===== src/rtl/swc_pkg.sv =====
package swc_pkg;
  localparam int unsigned DEF_NUM_CH = 8;
  localparam int unsigned DEF_WIN_W  = 16;
  localparam int unsigned DEF_CNT_W  = 16;

  function automatic int unsigned idx_bits(input int unsigned n);
    return (n > 1) ? $clog2(n) : 1;
  endfunction
endpackage


===== src/rtl/swc_chan.sv =====
module swc_chan #(
  parameter int unsigned WIN_W = 16,
  parameter int unsigned CNT_W = 16
) (
  input  logic             clk_i,
  input  logic             rst_ni,
  input  logic             tick_i,
  input  logic             sw_i,
  input  logic             clr_i,
  output logic             view_state_o,
  output logic [WIN_W-1:0] view_duty_o,
  output logic [WIN_W-1:0] view_samples_o,
  output logic [CNT_W-1:0] view_count_o
);
  logic             st_q, st_n;
  logic [WIN_W-1:0] duty_q, duty_n, samp_q, samp_n;
  logic [CNT_W-1:0] cnt_q, cnt_n;
  logic             rise, win_full;

  assign rise     = sw_i & ~st_q;
  assign win_full = &samp_q;

  always_comb begin
    st_n   = st_q;
    duty_n = duty_q;
    samp_n = samp_q;
    cnt_n  = cnt_q;
    if (tick_i) begin
      st_n  = sw_i;
      cnt_n = cnt_q + CNT_W'(rise);
      if (win_full) begin
        // window expired: restart duty data with it
        samp_n = '0;
        duty_n = '0;
      end else begin
        samp_n = samp_q + WIN_W'(1);
        duty_n = duty_q + WIN_W'(sw_i);
      end
    end
  end

  // read view includes a same-cycle tick
  assign view_state_o   = st_n;
  assign view_duty_o    = duty_n;
  assign view_samples_o = samp_n;
  assign view_count_o   = cnt_n;

  always_ff @(posedge clk_i or negedge rst_ni) begin
    if (!rst_ni) begin
      st_q   <= 1'b0;
      duty_q <= '0;
      samp_q <= '0;
      cnt_q  <= '0;
    end else begin
      st_q <= st_n;
      if (clr_i) begin
        duty_q <= '0;
        samp_q <= '0;
        cnt_q  <= '0;
      end else begin
        duty_q <= duty_n;
        samp_q <= samp_n;
        cnt_q  <= cnt_n;
      end
    end
  end

  assert_duty_le_samples_R3: assert property (@(posedge clk_i) disable iff (!rst_ni)
    duty_q <= samp_q);

  assert_idle_hold_R5: assert property (@(posedge clk_i) disable iff (!rst_ni)
    (!tick_i && !clr_i) |=> ($stable(duty_q) && $stable(samp_q) && $stable(cnt_q) && $stable(st_q)));

  assert_clear_zero_R6: assert property (@(posedge clk_i) disable iff (!rst_ni)
    clr_i |=> (duty_q == '0 && samp_q == '0 && cnt_q == '0));

  assert_count_step_R4: assert property (@(posedge clk_i) disable iff (!rst_ni)
    (tick_i && !clr_i) |=> ((cnt_q - $past(cnt_q)) <= CNT_W'(1)));

  assert_window_wrap_R10: assert property (@(posedge clk_i) disable iff (!rst_ni)
    (tick_i && !clr_i && win_full) |=> (samp_q == '0 && duty_q == '0));
endmodule


===== src/rtl/swc_rd_mux.sv =====
module swc_rd_mux #(
  parameter int unsigned NUM_CH = 8,
  parameter int unsigned CH_W   = 3,
  parameter int unsigned WIN_W  = 16,
  parameter int unsigned CNT_W  = 16
) (
  input  logic             clk_i,
  input  logic             rst_ni,
  input  logic             rd_req_i,
  input  logic [CH_W-1:0]  rd_ch_i,
  input  logic             state_i   [NUM_CH],
  input  logic [WIN_W-1:0] duty_i    [NUM_CH],
  input  logic [WIN_W-1:0] samples_i [NUM_CH],
  input  logic [CNT_W-1:0] count_i   [NUM_CH],
  output logic             rd_valid_o,
  output logic             rd_state_o,
  output logic [WIN_W-1:0] rd_duty_o,
  output logic [WIN_W-1:0] rd_samples_o,
  output logic [CNT_W-1:0] rd_count_o
);
  logic             sel_state;
  logic [WIN_W-1:0] sel_duty, sel_samp;
  logic [CNT_W-1:0] sel_cnt;

  always_comb begin
    sel_state = 1'b0;
    sel_duty  = '0;
    sel_samp  = '0;
    sel_cnt   = '0;
    for (int i = 0; i < NUM_CH; i++) begin
      if (rd_ch_i == CH_W'(i)) begin
        sel_state = state_i[i];
        sel_duty  = duty_i[i];
        sel_samp  = samples_i[i];
        sel_cnt   = count_i[i];
      end
    end
  end

  always_ff @(posedge clk_i or negedge rst_ni) begin
    if (!rst_ni) begin
      rd_valid_o   <= 1'b0;
      rd_state_o   <= 1'b0;
      rd_duty_o    <= '0;
      rd_samples_o <= '0;
      rd_count_o   <= '0;
    end else begin
      rd_valid_o <= rd_req_i;
      if (rd_req_i) begin
        rd_state_o   <= sel_state;
        rd_duty_o    <= sel_duty;
        rd_samples_o <= sel_samp;
        rd_count_o   <= sel_cnt;
      end
    end
  end

  assert_valid_from_req_R2: assert property (@(posedge clk_i) disable iff (!rst_ni)
    rd_valid_o |-> $past(rd_req_i));

  assert_ret_duty_le_samples_R3: assert property (@(posedge clk_i) disable iff (!rst_ni)
    rd_valid_o |-> (rd_duty_o <= rd_samples_o));
endmodule


===== src/rtl/swc_accum.sv =====
module swc_accum
  import swc_pkg::*;
#(
  parameter int unsigned NUM_CH = DEF_NUM_CH,
  parameter int unsigned WIN_W  = DEF_WIN_W,
  parameter int unsigned CNT_W  = DEF_CNT_W,
  localparam int unsigned CH_W  = idx_bits(NUM_CH)
) (
  input  logic              clk_i,
  input  logic              rst_ni,
  input  logic              tick_i,
  input  logic [NUM_CH-1:0] sw_i,
  input  logic              rd_req_i,
  input  logic [CH_W-1:0]   rd_ch_i,
  output logic              rd_valid_o,
  output logic              rd_state_o,
  output logic [WIN_W-1:0]  rd_duty_o,
  output logic [WIN_W-1:0]  rd_samples_o,
  output logic [CNT_W-1:0]  rd_count_o
);
  logic             v_state [NUM_CH];
  logic [WIN_W-1:0] v_duty  [NUM_CH];
  logic [WIN_W-1:0] v_samp  [NUM_CH];
  logic [CNT_W-1:0] v_cnt   [NUM_CH];
  logic [NUM_CH-1:0] clr;

  for (genvar g = 0; g < NUM_CH; g++) begin : g_ch
    assign clr[g] = rd_req_i && (rd_ch_i == CH_W'(g));

    swc_chan #(
      .WIN_W(WIN_W),
      .CNT_W(CNT_W)
    ) u_chan (
      .clk_i         (clk_i),
      .rst_ni        (rst_ni),
      .tick_i        (tick_i),
      .sw_i          (sw_i[g]),
      .clr_i         (clr[g]),
      .view_state_o  (v_state[g]),
      .view_duty_o   (v_duty[g]),
      .view_samples_o(v_samp[g]),
      .view_count_o  (v_cnt[g])
    );
  end

  swc_rd_mux #(
    .NUM_CH(NUM_CH),
    .CH_W  (CH_W),
    .WIN_W (WIN_W),
    .CNT_W (CNT_W)
  ) u_rd (
    .clk_i       (clk_i),
    .rst_ni      (rst_ni),
    .rd_req_i    (rd_req_i),
    .rd_ch_i     (rd_ch_i),
    .state_i     (v_state),
    .duty_i      (v_duty),
    .samples_i   (v_samp),
    .count_i     (v_cnt),
    .rd_valid_o  (rd_valid_o),
    .rd_state_o  (rd_state_o),
    .rd_duty_o   (rd_duty_o),
    .rd_samples_o(rd_samples_o),
    .rd_count_o  (rd_count_o)
  );

  assert_one_clear_R7: assert property (@(posedge clk_i) disable iff (!rst_ni)
    $onehot0(clr));

  assert_no_valid_idle_R2: assert property (@(posedge clk_i) disable iff (!rst_ni)
    !rd_req_i |=> !rd_valid_o);
endmodule


===== config.mk =====
export PLATFORM = sky130hd
export DESIGN_NAME = swc_accum
export DESIGN_NICKNAME = d
export VERILOG_FILES = /design/src/rtl/swc_pkg.sv /design/src/rtl/swc_chan.sv /design/src/rtl/swc_rd_mux.sv /design/src/rtl/swc_accum.sv
export SDC_FILE = /design/constraint.sdc
export NUM_CORES = 1
export LEC_CHECK = 0
export ABC_AREA = 1
export CAP_MARGIN = 5
export CORE_MARGIN = 2
export CORE_UTILIZATION = 55
export CTS_CLUSTER_SIZE = 20
export DETAILED_ROUTE_END_ITERATION = 7
export PLACE_DENSITY = 0.83
export SYNTH_ARGS = -nofsm -noshare
export SYNTH_HDL_FRONTEND = slang
export SYNTH_SLANG_ARGS = --single-unit

===== constraint.sdc =====
create_clock -name clk_i -period 3.1 [get_ports clk_i]
set_input_delay 0.465 -clock clk_i [delete_from_list [all_inputs] [get_ports clk_i]]
set_output_delay 0.465 -clock clk_i [all_outputs]
set_load 0.005 [all_outputs]

# == After elaboration in Yosys (flattened, before gate mapping) ==
# Cells that the tools add are included.
# word_totals
ff_bits,442
inputBits,15
out_inout_bits,50
wordCells,205
# op_classes
addsub,24
n_eq_ne,7
n_mux,104
bitwise,16
reduce_logical,17
# op_table
cell,n
$mux W16,88
$add A16 B1 Y16,16
$add A16 B1 Y16 const B,8
$reduce_and A16 Y1,8
$mux W1,16
$eq A3 B3 Y1 const B,4
$and A1 B1 Y1,8
$logic_and A1 B1 Y1,8
$not A1 Y1,8
$eq A3 B2 Y1 const B,2
$eq A3 B1 Y1 const B,1
$logic_not A3 Y1,1

# == Logic depth before layout (Yosys ltp) ==
# Gate-level depths: netlist of the first run.
# logic_depth
word_depth,12
depth_mapped,17
mapped_depth_nobuf,17

# == Modules after synthesis ==
# Synthesis of the first run repeated with hierarchy kept, for this count alone.
# hier_totals
hier_cells,4444
area_unflattened_um2,29488.3
# by_module_without_submodules
mod,n_inst,cells_per_inst,area_per_inst_um2,seq_area_each_um2
swc_chan (g_ch[0].u_chan ...),7,433,3010.4,1226.2
swc_rd_mux,1,934,5206.2,1251.2
swc_chan (g_ch[3].u_chan),1,462,3145.5,1226.2
swc_accum,1,17,63.8,0.0

# == Worst setup path after synthesis of the first run ==
# No wires, ideal clock.
# synth_timing
path_kind,input to register
from,in sw_i[1]
to,reg u_rd.rd_count_o[12]
setup_time_ns,0.117
arrival_time_ns,1.915
required_ns,2.983
path_slack_ns,1.068
cell_stages,17
n_path_buf,0
cell_sequence,inv_1 > nor2_1 > ha_1 > ha_1 > nand2_1 > nor2_2 > nand4_2 > nor2_2 > nand2_1 > nand2_1 > nand2_1 > nand2_1 > nand2_1 > nor2_1 > nand4_1 > nand2_1 > nand2_1
# synth_between
elab_chain_len,10
# synth_rtl
element,line,source
from (decl),swc_accum.sv:12,"input logic [NUM_CH-1:0] sw_i,"
$and A1 B1 Y1,swc_chan.sv:20,assign rise = sw_i & ~st_q;
$add A16 B1 Y16,swc_chan.sv:30,cnt_n = cnt_q + CNT_W'(rise);
$mux W16,swc_chan.sv:28,if (tick_i) begin
$mux W16 (7 in series),swc_rd_mux.sv:31,if (rd_ch_i == CH_W'(i)) begin
to (signal assigned),swc_rd_mux.sv:53,rd_count_o <= sel_cnt;
to (decl),swc_rd_mux.sv:19,output logic [CNT_W-1:0] rd_count_o
# No other way between the ends.
# A chain may end at the register's enable or synchronous reset.

# == Worst setup path after layout of the first run ==
# layout_timing
from,reg g_ch[2].u_chan.samp_q[0]
to,reg u_rd.rd_duty_o[6]
# layout_between
elab_chain_len,9
# layout_rtl
element,line,source
from (decl),swc_chan.sv:16,"logic [WIN_W-1:0] duty_q, duty_n, samp_q, samp_n;"
from (signal assigned),swc_chan.sv:62,samp_q <= samp_n;
$reduce_and A16 Y1,swc_chan.sv:21,assign win_full = &samp_q;
$mux W16,swc_chan.sv:31,if (win_full) begin
$mux W16,swc_chan.sv:28,
$mux W16 (6 in series),swc_rd_mux.sv:31,
to (signal assigned),swc_rd_mux.sv:51,rd_duty_o <= sel_duty;
to (decl),swc_rd_mux.sv:17,"output logic [WIN_W-1:0] rd_duty_o,"
# No other way between the ends.

==> impl_metrics.env, run 1 <==
export IMPL_num_fill_cells=4229
export IMPL_die_w_um=226.1
export IMPL_setup_slack_ns=0.4059
export IMPL_antenna_left=0
export IMPL_synth_ff_type="dfrtp_1"
export IMPL_num_rows=81
export IMPL_drt_pre_antenna_iters=6
export IMPL_ir_drop_mv=0.4947
export IMPL_rsz0062_at_grt="no"
export IMPL_setup_viol=0
export IMPL_wl_per_cell_um=16.40
export IMPL_critPathRequiredTime_ns=3.59
export IMPL_crit_type="flip-flop to flip-flop"
export IMPL_cp_max_fo=11
export IMPL_finClkSkew_ns=0.02747
export IMPL_antenna_found_initial=2
export IMPL_final_cells=4613
export IMPL_drc=0
export IMPL_grt_first_pass_wirelength_um=122800
export IMPL_status="finished, final reports clean"
export IMPL_layout_nets=3964
export IMPL_crit_arrival_ns=3.18
export IMPL_dpl_instance_area_um2=28940
export IMPL_slew_violations=0
export IMPL_io_buffers=64
export IMPL_clockRootBuffer="clkbuf_16"
export IMPL_via_per_inst=5.664
export IMPL_overflow=0
export IMPL_syn_avg_cell_area_um2=7.061
export IMPL_hold_viol=0
export IMPL_end_kind="flip-flop"
export IMPL_synth_warnings=0
export IMPL_p_leak_nw=14.59
export IMPL_vias=26130
export IMPL_drv_cap=0
export IMPL_async_flop_share=1.000
export IMPL_fin_crit_sh=0.8691
export IMPL_post_cts_buffers=0
export IMPL_ys_ff_latch=442
export IMPL_max_freq_mhz=371.2
export IMPL_core_region_area_um2=48850
export IMPL_post_route_min_period_ns=2.694
export IMPL_io_pin_count=65
export IMPL_tightestPinTransition_ns=0.6279
export IMPL_ctsResizeCount=0
export IMPL_die_area_um2=51130
export IMPL_synth_distinct_cells=54
export IMPL_clkLatencyLatePin_ns=0.61
export IMPL_holdWs_ns=0.3060
export IMPL_fin_setup_tns_ns=0
export IMPL_hpwl_um=54020
export IMPL_grt_max_degree=74
export IMPL_post_route_util=0.6281
export IMPL_synth_area_um2=27130
export IMPL_grt_use_total=0.3009
export IMPL_placedCellCount=4520
export IMPL_cts_sinks=442
export IMPL_wl_um=75670
export IMPL_synth_edf_count=0
export IMPL_drive_gt1_frac=0.07094
export IMPL_relSlewSlack=0.5814
export IMPL_tritoncts="built"
export IMPL_cts_clk_slew_worst_paths_ns=0.06
export IMPL_final_area_um2=30680
export IMPL_p_per_area_nw_per_um2=533.4
export IMPL_start_util=0.5555
export IMPL_cts_made_buffers=49
export IMPL_dpl_worst_slack_ns=0.06438
export IMPL_start_kind="flip-flop"
export IMPL_syn_num_nets=3899
export IMPL_ys_seq_area_frac=0.4076
export IMPL_die_h_um=226.1
export IMPL_area_growth_pct=13.08
export IMPL_total_power_mw=16.37
export IMPL_htree_num_levels=2
export IMPL_drt_iter0_markers=2670
export IMPL_cts_buffer_depth=3
export IMPL_synthesis_instances=3843
export IMPL_grt_pass1_vias=24400
export IMPL_hold_path_class="input pin to async pin"
export IMPL_globalplace_congestion=0.9451
synthesized netlist by cell type (12+ instances only):
master / number / share of area
o21ai_1: 41 / 0.0076
nor2_1: 680 / 0.094
nand3_1: 311 / 0.057
nor3_2: 12 / 0.0044
nand3b_1: 17 / 0.0047
ha_1: 41 / 0.019
nor2_2: 26 / 0.0060
xnor2_1: 30 / 0.0097
xor2_1: 111 / 0.036
nor3_1: 92 / 0.017
buf_2: 47 / 0.0087
a21oi_1: 110 / 0.020
nor4_1: 25 / 0.0058
o211ai_1: 14 / 0.0039
o21ai_0: 68 / 0.013
inv_2: 21 / 0.0029
nand2_1: 898 / 0.12
inv_1: 448 / 0.062
dfrtp_1: 442 / 0.41
clkbuf_1: 64 / 0.0089
o21bai_1: 33 / 0.0091
nand4_1: 158 / 0.036
or2_2: 22 / 0.0051
worst paths after layout:
path	start	end	slack (ns)	depth (start not counted)
setup / recovery	g_ch[2].u_chan.samp_q[0]	u_rd.rd_duty_o[6]	0.41	13
hold / removal	rst_ni	g_ch[0].u_chan.cnt_q[8]	0.31	2
setup reg to reg	g_ch[2].u_chan.samp_q[0]	u_rd.rd_duty_o[6]	0.41	13
hold reg to reg	u_rd.rd_samples_o[7]	u_rd.rd_samples_o[7]	0.48	2
max in group asynchronous	rst_ni	g_ch[5].u_chan.duty_q[12]	1.79	4
min in group clk_i	tick_i	g_ch[3].u_chan.samp_q[2]	0.31	4
flip-flops by register name (all words and copies together) (netlist names):
register            count
u_rd.rd_duty_o         16
g_ch.u_chan.st_q        8
u_rd.rd_valid_o         1
g_ch.u_chan.samp_q    128
u_rd.rd_count_o        16
u_rd.rd_state_o         1
g_ch.u_chan.cnt_q     128
u_rd.rd_samples_o      16
g_ch.u_chan.duty_q    128
placed cells by master, fill, tap and decap left out, drive strengths merged, types with 17 or more instances in the layout:
cell           instances
nand3b                17
dfrtp                442
a21oi                110
or2                   30
xnor2                 30
buf                   81
nor4                  26
clkdlybuf4s50         62
clkbuf                72
nand3                314
o21ai                109
xor2                 111
nor2                 713
ha                    41
nand4                160
inv                  470
nor3                 104
nand2                903
o21bai                33
report_power, final:
group	switching [mW]	internal, mW
clock	2.47	3.79
combinational	1.77	1.13
sequential	0.720	6.49
total	4.96	11.4
metal layers:
layer	share of wire	vias to the layer above	global-route usage
met5	0	-	0
met4	0.052	0	0.1549
met3	0.060	223	0.02979
met2	0.46	1032	0.4828
met1	0.43	12380	0.4069
li1	-	12490	-
cell type report:
class,instances,area (µm²),share of cell area
flip-flops and latches,442,11060,0.3605
clock buffers,72,1433,0.04669
repair buffers,144,1500,0.04889
multi-input cells,2798,13780,0.4492
diodes,2,5.005,0.0001631
well taps,664,830.8,0.02708
inverters,473,1777,0.05791
clock inverters,18,294.0,0.009583
critical path, stage by stage (launching register included):
cell	delay, ns
dfrtp_1	0.38
ha_1	0.23
inv_1	0.08
nor2_2	0.16
nand2_2	0.12
nor2_4	0.14
nand2_1	0.24
buf_4	0.28
nand3_1	0.10
nor2_1	0.05
nor3_1	0.35
nand3_1	0.21
o21ai_1	0.17
nand2_1	0.06
kinds of logic after synthesis:
family,count (synthesis),synth area share
adder cells (fa/ha/maj),41,0.01891
buffers and inverters,603,0.08738
flip-flops,442,0.4076
multiplexers,8,0.002951
XOR/XNOR,141,0.04551
AND/OR/NAND/NOR,2280,0.3666
AO/OA/AOI/OAI,328,0.07101
repair_timing:
item / in CTS / in global routing
hold buffers: 1 / 0
hold endpoints to repair: 13 / 0
setup endpoints to repair: 0 / 0
(Power assumes the default switching activity.)
==> inputs of run 2 (changes only) <==
Settings changed: SETUP_SLACK_MARGIN set to 0.05.
==> results of run 2 <==
No change in the layout: final DEF, timing and power equal those of run 1.
